[src/rtl/clkratio_sense.sv]
module clkratio_sense #(
  parameter int RATIO_LO    = 256,
  parameter int RATIO_MID   = 384,
  parameter int RATIO_HI    = 512,
  parameter int DIV_LO      = 8,
  parameter int DIV_MID     = 8,
  parameter int DIV_HI      = 16,
  parameter int BITS_WIDE   = 24,
  parameter int BITS_NARROW = 16
) (
  input  logic       mclk,
  input  logic       rst_n,
  input  logic       lrck,
  input  logic       ext_sclk_mode,
  output logic [1:0] ratio_code,
  output logic       locked,
  output logic       bclk_en,
  output logic [$clog2(BITS_WIDE+1)-1:0] max_bits
);

  localparam int CW   = $clog2(RATIO_HI + 1);
  localparam int DMAX = (DIV_HI > DIV_MID) ? ((DIV_HI > DIV_LO) ? DIV_HI : DIV_LO)
                                           : ((DIV_MID > DIV_LO) ? DIV_MID : DIV_LO);
  localparam int DW   = (DMAX > 1) ? $clog2(DMAX) : 1;
  localparam int MBW  = $clog2(BITS_WIDE + 1);

  logic          lrck_q;
  logic          armed;
  logic [CW-1:0] cnt;
  logic [DW-1:0] div;
  logic [DW-1:0] div_last;
  logic [1:0]    hit;

  wire rise     = lrck & ~lrck_q;
  wire edge_any = lrck ^ lrck_q;

  always_comb begin
    hit = 2'd0;
    if (cnt == CW'(RATIO_LO - 1))  hit = 2'd1;
    if (cnt == CW'(RATIO_MID - 1)) hit = 2'd2;
    if (cnt == CW'(RATIO_HI - 1))  hit = 2'd3;
  end

  always_comb begin
    case (ratio_code)
      2'd3:    div_last = DW'(DIV_HI - 1);
      2'd2:    div_last = DW'(DIV_MID - 1);
      default: div_last = DW'(DIV_LO - 1);
    endcase
  end

  always_ff @(posedge mclk) begin
    if (!rst_n) begin
      lrck_q     <= 1'b0;
      armed      <= 1'b0;
      cnt        <= '0;
      div        <= '0;
      locked     <= 1'b0;
      ratio_code <= 2'd0;
    end else begin
      lrck_q <= lrck;
      if (rise)
        cnt <= '0;
      else if (cnt != {CW{1'b1}})
        cnt <= cnt + 1'b1;
      if (rise)
        armed <= 1'b1;
      if (rise && armed && !locked && hit != 2'd0) begin
        locked     <= 1'b1;
        ratio_code <= hit;
      end
      if (edge_any || div == div_last)
        div <= '0;
      else
        div <= div + 1'b1;
    end
  end

  assign bclk_en  = locked & ~ext_sclk_mode & (div == div_last);
  assign max_bits = ext_sclk_mode      ? MBW'(BITS_WIDE) :
                    !locked            ? '0 :
                    (ratio_code == 2'd2) ? MBW'(BITS_WIDE) : MBW'(BITS_NARROW);

endmodule

[config.mk]
export PLATFORM = sky130hd
export DESIGN_NAME = clkratio_sense
export DESIGN_NICKNAME = d
export VERILOG_FILES = /design/src/rtl/clkratio_sense.sv
export SDC_FILE = /design/constraint.sdc
export NUM_CORES = 1
export LEC_CHECK = 0
export BUFFER_PORTS_ARGS = -buffer_cell sky130_fd_sc_hd__buf_4
export CAP_MARGIN = 20
export CORE_UTILIZATION = 54
export DETAILED_ROUTE_END_ITERATION = 8
export GPL_TIMING_DRIVEN = 0
export PLACE_DENSITY_LB_ADDON = 0.3
export SETUP_SLACK_MARGIN = 0.02
export SYNTH_ARGS = -nofsm -noshare
export SYNTH_HDL_FRONTEND = slang
export SYNTH_SLANG_ARGS = --single-unit
[constraint.sdc]
create_clock -name mclk -period 1.6 [get_ports mclk]
set_clock_uncertainty 0.05 [all_clocks]
set_input_delay 0.32 -clock mclk [delete_from_list [all_inputs] [get_ports mclk]]
set_output_delay 0.32 -clock mclk [all_outputs]
set_load 0.01 [all_outputs]
==> results of run 1 <==
==> stage by stage <==
step / instance area [µm²] / hold slack, ns / setup TNS [ns]
2_1_floorplan: 923.4 / 0.3676 / 0
3_3_place_gp: 1011 / 0.3786 / 0
3_5_place_dp: 1011 / 0.4022 / 0
4_1_cts: 1074 / 0.1893 / -0.01980
5_1_grt: 1106 / 0.1821 / -0.08138
6_report: 1106 / 0.1887 / -0.02775
==> cell type report <==
type / count / area share (%)
Buffer: 4 / 2.376
Sequential cell: 19 / 34.84
Tap cell: 16 / 1.810
Multi-Input combinational cell: 75 / 48.42
Timing Repair Buffer: 13 / 9.163
Clock buffer: 4 / 2.376
Inverter: 3 / 1.018
==> power groups by stage <==
stage	clock (mW)	sequential [mW]	combinational, mW
after global routing	0.260	0.494	0.0743
final	0.239	0.492	0.0647
after CTS	0.243	0.492	0.0629
after global placement	0	0.500	0.0546
after floorplan	0	0.500	0.0385
after detailed placement	0	0.502	0.0579
==> sequential cells by signal, summed over array words and instances (netlist names) <==
name,flops
armed,1
cnt,10
div,4
locked,1
lrck_q,1
ratio_code,2
==> worst paths after layout <==
kind,from,end,slack (ns),cells past startpoint
min reg2reg,armed$_SDFFE_PN0N_,armed$_SDFFE_PN0N_,0.43,1
max,ratio_code[1]$_SDFFE_PN0P_,bclk_en,-0.03,4
min,lrck,lrck_q$_SDFF_PN0_,0.19,2
max reg2reg,lrck_q$_SDFF_PN0_,ratio_code[1]$_SDFFE_PN0P_,0.13,6
==> what timing repair did <==
item,4_1_cts,5_1_grt
gates resized for setup,7,5
buffers inserted,2,2
setup endpoints to repair,1,3
pin swaps,0,1
==> placed cells by master, fill, tap and decap left out, types with 2 or more instances in the layout <==
cell type / synthesis / routed
and3_1: 2 / 2
ha_2: 0 / 2
and2_1: 2 / 2
o21ai_0: 3 / 3
dfxtp_2: 0 / 4
xor2_1: 4 / 4
nand3_1: 4 / 4
buf_4: 3 / 15
a21oi_1: 6 / 5
and3b_1: 3 / 3
nor2_1: 9 / 9
nor2b_1: 2 / 2
nor3_1: 2 / 2
o211ai_1: 2 / 2
a31oi_1: 2 / 2
dfxtp_1: 19 / 15
conb_1: 1 / 3
nand2_1: 7 / 6
inv_1: 3 / 3
clkbuf_4: 0 / 3
==> synth_stat cells (3+ instances only) <==
| cell | n |
|---|---|
| dfxtp_1 | 19 |
| nor2_1 | 9 |
| nand2_1 | 7 |
| a21oi_1 | 6 |
| nand3_1 | 4 |
| xor2_1 | 4 |
| and3b_1 | 3 |
| buf_4 | 3 |
| ha_1 | 3 |
| inv_1 | 3 |
| o21ai_0 | 3 |
==> logic make-up after synthesis <==
group                    after synthesis  synth area share [%]
AO/OA/AOI/OAI                         19                 12.98
XOR/XNOR                               5                 4.781
adder cells (fa/ha/maj)                3                 4.099
buffers and inverters                  7                 4.098
flip-flops                            19                 41.53
multiplexers                           1                 1.093
other                                  1                0.4094
AND/OR/NAND/NOR                       44                 31.01
==> metal layers <==
metal  vias to the layer above  GRT usage (%)  share of wire, %
li1                        384              -                 -
met1                       353          24.15                44
met2                        16          37.91                51
met3                         5          2.979               3.0
met4                         0          12.12               2.1
met5                         -              0                 0
==> impl_metrics.csv, run 1 <==
group,metric,value,unit
final_layout,area_growth,20.76,%
sta,finalMaxSlewViolations,0,
synthesis,avgSynthCellArea,9.251,µm²
synthesis,netlist_top_cells_area,"dfxtp_1 42%, ha_1 4.1%, xor2_1 3.8%",
cts,htreeDepth,1,
detailed_routing,first_pass_iters,4,
setup_path,cp.arrival,1.26,ns
synthesis,ys.warnings.count,0,
power,power_switching,0.1799,mW
power,p_comb_share,8.1,%
cts,path_clk_slew,0.10,ns
detailed_routing,final_antenna_net_count,0,
detailed_routing,vias_per_cell,5.657,
setup_path,critPathMaxFanout,5,
sta,fin_crit_sh,101.7,%
setup_path,critical-path-top-delay-family,"flip-flops",
synthesis,syn_inst,99,
synthesis,synth_cell_types,40,
grt,first_global_vias,709,
floorplan,num_rows,14,
synthesis,netlist_area,915.9,µm²
sta,rsz0062_at_grt,"yes",
final_layout,n_antenna_cell,0,
synthesis,yosys.area.top_type,"dfxtp_1",
power,peakVddDrop,503.8,µV
detailed_routing,route.detailed.drc,0,
synthesis,synth_edf_count,0,
run_status,status,"complete, but fails checks",
detailed_routing,dr_total_vias,758,
synthesis,synth_top_area_share,41.53,%
detailed_routing,drt_wl_total,1791,µm
grt,antenna_found_initial,0,
sta,setup_viol,1,
floorplan,die_area,1865,µm²
setup_path,critPathBufInv,1,
final_layout,nets,126,
power,powerDensity,719.4,nW/µm²
sta,layout_setup_ws,-0.02775,ns
cts,cts_hold_buffers,0,
setup_path,startpoint_type,"flop",
synthesis,yosysSeqAreaShare,41.53,%
placement,dp_cells,126,
power,p_total,0.7957,mW
final_layout,fill_cells,120,
grt,grt_pass1_wl,3022,µm
cts,ctsLongestPathBuffers,2,
sta,final_hold_viol_count,0,
detailed_routing,wl_per_cell,13.37,µm
setup_path,required,1.23,ns
floorplan,initial_core_util,59.42,%
cts,cts_tree,"done",
setup_path,crit_type,"reg -> out",
cts,cts_sinks,19,
power,intPower,0.6158,mW
setup_path,slowest_stage,"dfxtp_2",
power,switching_share,22.61,%
cts,clock-root-buffer,"clkbuf_4",
setup_path,cpPeakStageDelay,0.36,ns
final_layout,layout.cells.non_filler,134,
placement,dp_slack,0.02532,ns
final_layout,fin_util,71.75,%
power,leakage,0.4760,nW
sta,fmax,614.3,MHz
power,clkPwrFrac,30.0,%
min_path,min-delay-path-class,"in -> reg",
cts,cts_buffers,3,
cts,insertion_delay,0.30,ns
setup_path,end_kind,"output pin",
floorplan,die_h,43.19,µm
placement,dp_hpwl,1326,µm
grt,grt_usage,21.47,%
final_layout,layout-drive-gt1-share,29.66,%
final_layout,seqCellArea,385.4,µm²
placement,gp_congestion,0.7102,
detailed_routing,drtIter0Drc,12,
final_layout,multi_input_area,535.5,µm²
synthesis,async_reset_ff_share,0,%
grt,globalRouteOverflowTotal,0,
floorplan,fp.dieW,43.19,µm
floorplan,core_area,1541,µm²
floorplan,ioPinCount,13,
synthesis,synth_top_flop_cell,"dfxtp_1",
run,drv_cap,0,
placement,portBuffers,9,
grt,grt_max_degree,11,
power,power_frac_seq,61.9,%
synthesis,synth-seq-cells,19,
run_status,violations,"setup timing",
sta,min_period,1.628,ns
setup_path,path_cells,"a21o_1 > a21oi_2 > and3b_1 > buf_6",
Note: power is estimated with default switching activity, not from simulation.
==> run 2: changes to the inputs <==
==> constraint.sdc (replaced) <==
create_clock -name mclk -period 1.5 [get_ports mclk]
set_clock_uncertainty 0.05 [all_clocks]
set_input_delay 0 -clock mclk [delete_from_list [all_inputs] [get_ports mclk]]
set_output_delay 0 -clock mclk [all_outputs]
set_load 0.01 [all_outputs]
==> impl_metrics.csv, run 2 (synthesis results as in run 1) <==
group,metric,value,unit
placement,dp_hpwl,1326,µm
detailed_routing,final_antenna_net_count,0,
detailed_routing,wl_per_cell,13.87,µm
final_layout,n_antenna_cell,0,
setup_path,required,1.65,ns
sta,layout_setup_ws,0.03901,ns
floorplan,die_h,43.19,µm
setup_path,cpMostUsedCell,"buf_4",
cts,clock-root-buffer,"clkbuf_4",
run,drv_cap,0,
final_layout,nets,127,
min_path,min-delay-path-class,"in -> out",
final_layout,layout.cells.non_filler,135,
detailed_routing,first_pass_iters,5,
floorplan,fp.dieW,43.19,µm
cts,htreeDepth,1,
grt,grt_max_degree,11,
placement,dp_cells,126,
final_layout,seqCellArea,389.1,µm²
floorplan,initial_core_util,59.42,%
floorplan,core_area,1541,µm²
final_layout,reg.largest.list,"cnt: 10 flops, div: 4 flops, ratio_code: 2 flops",
setup_path,cp.arrival,1.61,ns
final_layout,largest_reg_flops,10,
cts,path_clk_slew,0.10,ns
setup_path,cp-startpoint,"lrck",
setup_path,path_cells,"dlygate4sd3_1 > buf_4 > ha_4 > and4bb_1 > buf_4 > nand4_1 > inv_1 > o31a_1",
min_path,hp-start,"ext_sclk_mode",
floorplan,num_rows,14,
sta,min_period,1.461,ns
sta,finalMaxSlewViolations,0,
placement,dpl_cell_area,1011,µm²
setup_path,critPathMaxFanout,4,
power,peakVddDrop,536.7,µV
grt,globalRouteOverflowTotal,0,
setup_path,end_kind,"flop",
grt,antenna_found_initial,0,
detailed_routing,drtIter0Drc,11,
setup_path,r2r-start,"lrck_q$_SDFF_PN0_",
grt,grt_usage,22.08,%
final_layout,fill_cells,120,
run_status,status,"finished, final reports clean",
sta,fmax,684.5,MHz
setup_path,critical-path-top-delay-family,"buffers and inverters",
final_layout,final_common_cell,"buf_4",
cts,cts_buffers,3,
power,powerDensity,761.0,nW/µm²
detailed_routing,vias_per_cell,5.719,
final_layout,fin_area,1125,µm²
detailed_routing,route.detailed.drc,0,
floorplan,ioPinCount,13,
sta,rsz0062_at_grt,"yes",
cts,insertion_delay,0.30,ns
sta,fin_crit_sh,97.40,%
sta,final_hold_viol_count,0,
final_layout,fin_util,72.97,%
final_layout,final_cell_mix,"14 x buf_4, 12 x dfxtp_1, 9 x nor2_1",
sta,final.setup.tns,0,ns
grt,grt_pass1_wl,3105,µm
final_layout,area_growth,22.81,%
sta,whs,0.2340,ns
final_layout,regMostFlops,"cnt",
power,p_total,0.8560,mW
setup_path,crit_type,"in -> reg",
final_layout,multi_input_area,539.3,µm²
power,leakage,0.4845,nW
final_layout,layout-drive-gt1-share,29.41,%
sta,setup_viol,0,
cts,cts_tree,"done",
setup_path,startpoint_type,"primary input",
placement,portBuffers,9,
cts,cts_sinks,19,
floorplan,die_area,1865,µm²
detailed_routing,drt_wl_total,1873,µm
setup_path,critPathBufInv,4,
setup_path,slowest_stage,"dlygate4sd3_1",
placement,gp_congestion,0.7102,
cts,ctsLongestPathBuffers,2,
detailed_routing,dr_total_vias,772,
setup_path,cpPeakStageDelay,0.54,ns
placement,dp_slack,0.004266,ns
grt,first_global_vias,714,
[run 2: area by class of cell]
class                      count  share of cell area [%]
clock buffer                   4                   2.336
buffer                         4                   2.336
sequential                    19                   34.59
multi-input combinational     75                   47.94
inverter                       3                   1.001
timing repair buffer          14                   10.01
tap                           16                   1.780
[run 2: report_power, final]
group          total, mW  leakage [nW]  internal (mW)  switching (mW)
clock network      0.252        0.0150          0.104           0.149
logic             0.0772         0.312         0.0434          0.0339
registers          0.527         0.157          0.517         0.00977
total              0.856         0.484          0.664           0.192
[run 2: worst min-delay path: stages]
cell   delay [ns]
buf_4        0.08
or2_2        0.09
buf_4        0.11
[run 2: timing repair]
action	CTS	global route
setup buffers	0	2
hold buffers	3	0
setup endpoints to repair	3	7
resized for setup	3	11
pin swaps	0	2
hold endpoints to repair	6	0
cloned	0	0
[run 2: final timing paths]
| kind | end | slack [ns] | cells past startpoint |
|---|---|---|---|
| setup / recovery | locked$_SDFFE_PN0P_ | 0.04 | 8 |
| setup reg to reg | locked$_SDFFE_PN0P_ | 0.05 | 7 |
| hold / removal | max_bits[4] | 0.23 | 3 |
| hold reg to reg | div[0]$_SDFF_PP0_ | 0.38 | 1 |
[run 2: metal layers]
metal	share of wire (%)	GRT usage (%)	up-vias
met1	42	24.93	362
met3	2.9	2.979	5
met4	2.0	12.12	0
li1	-	-	387
met2	53	39.10	18
met5	0	0	-
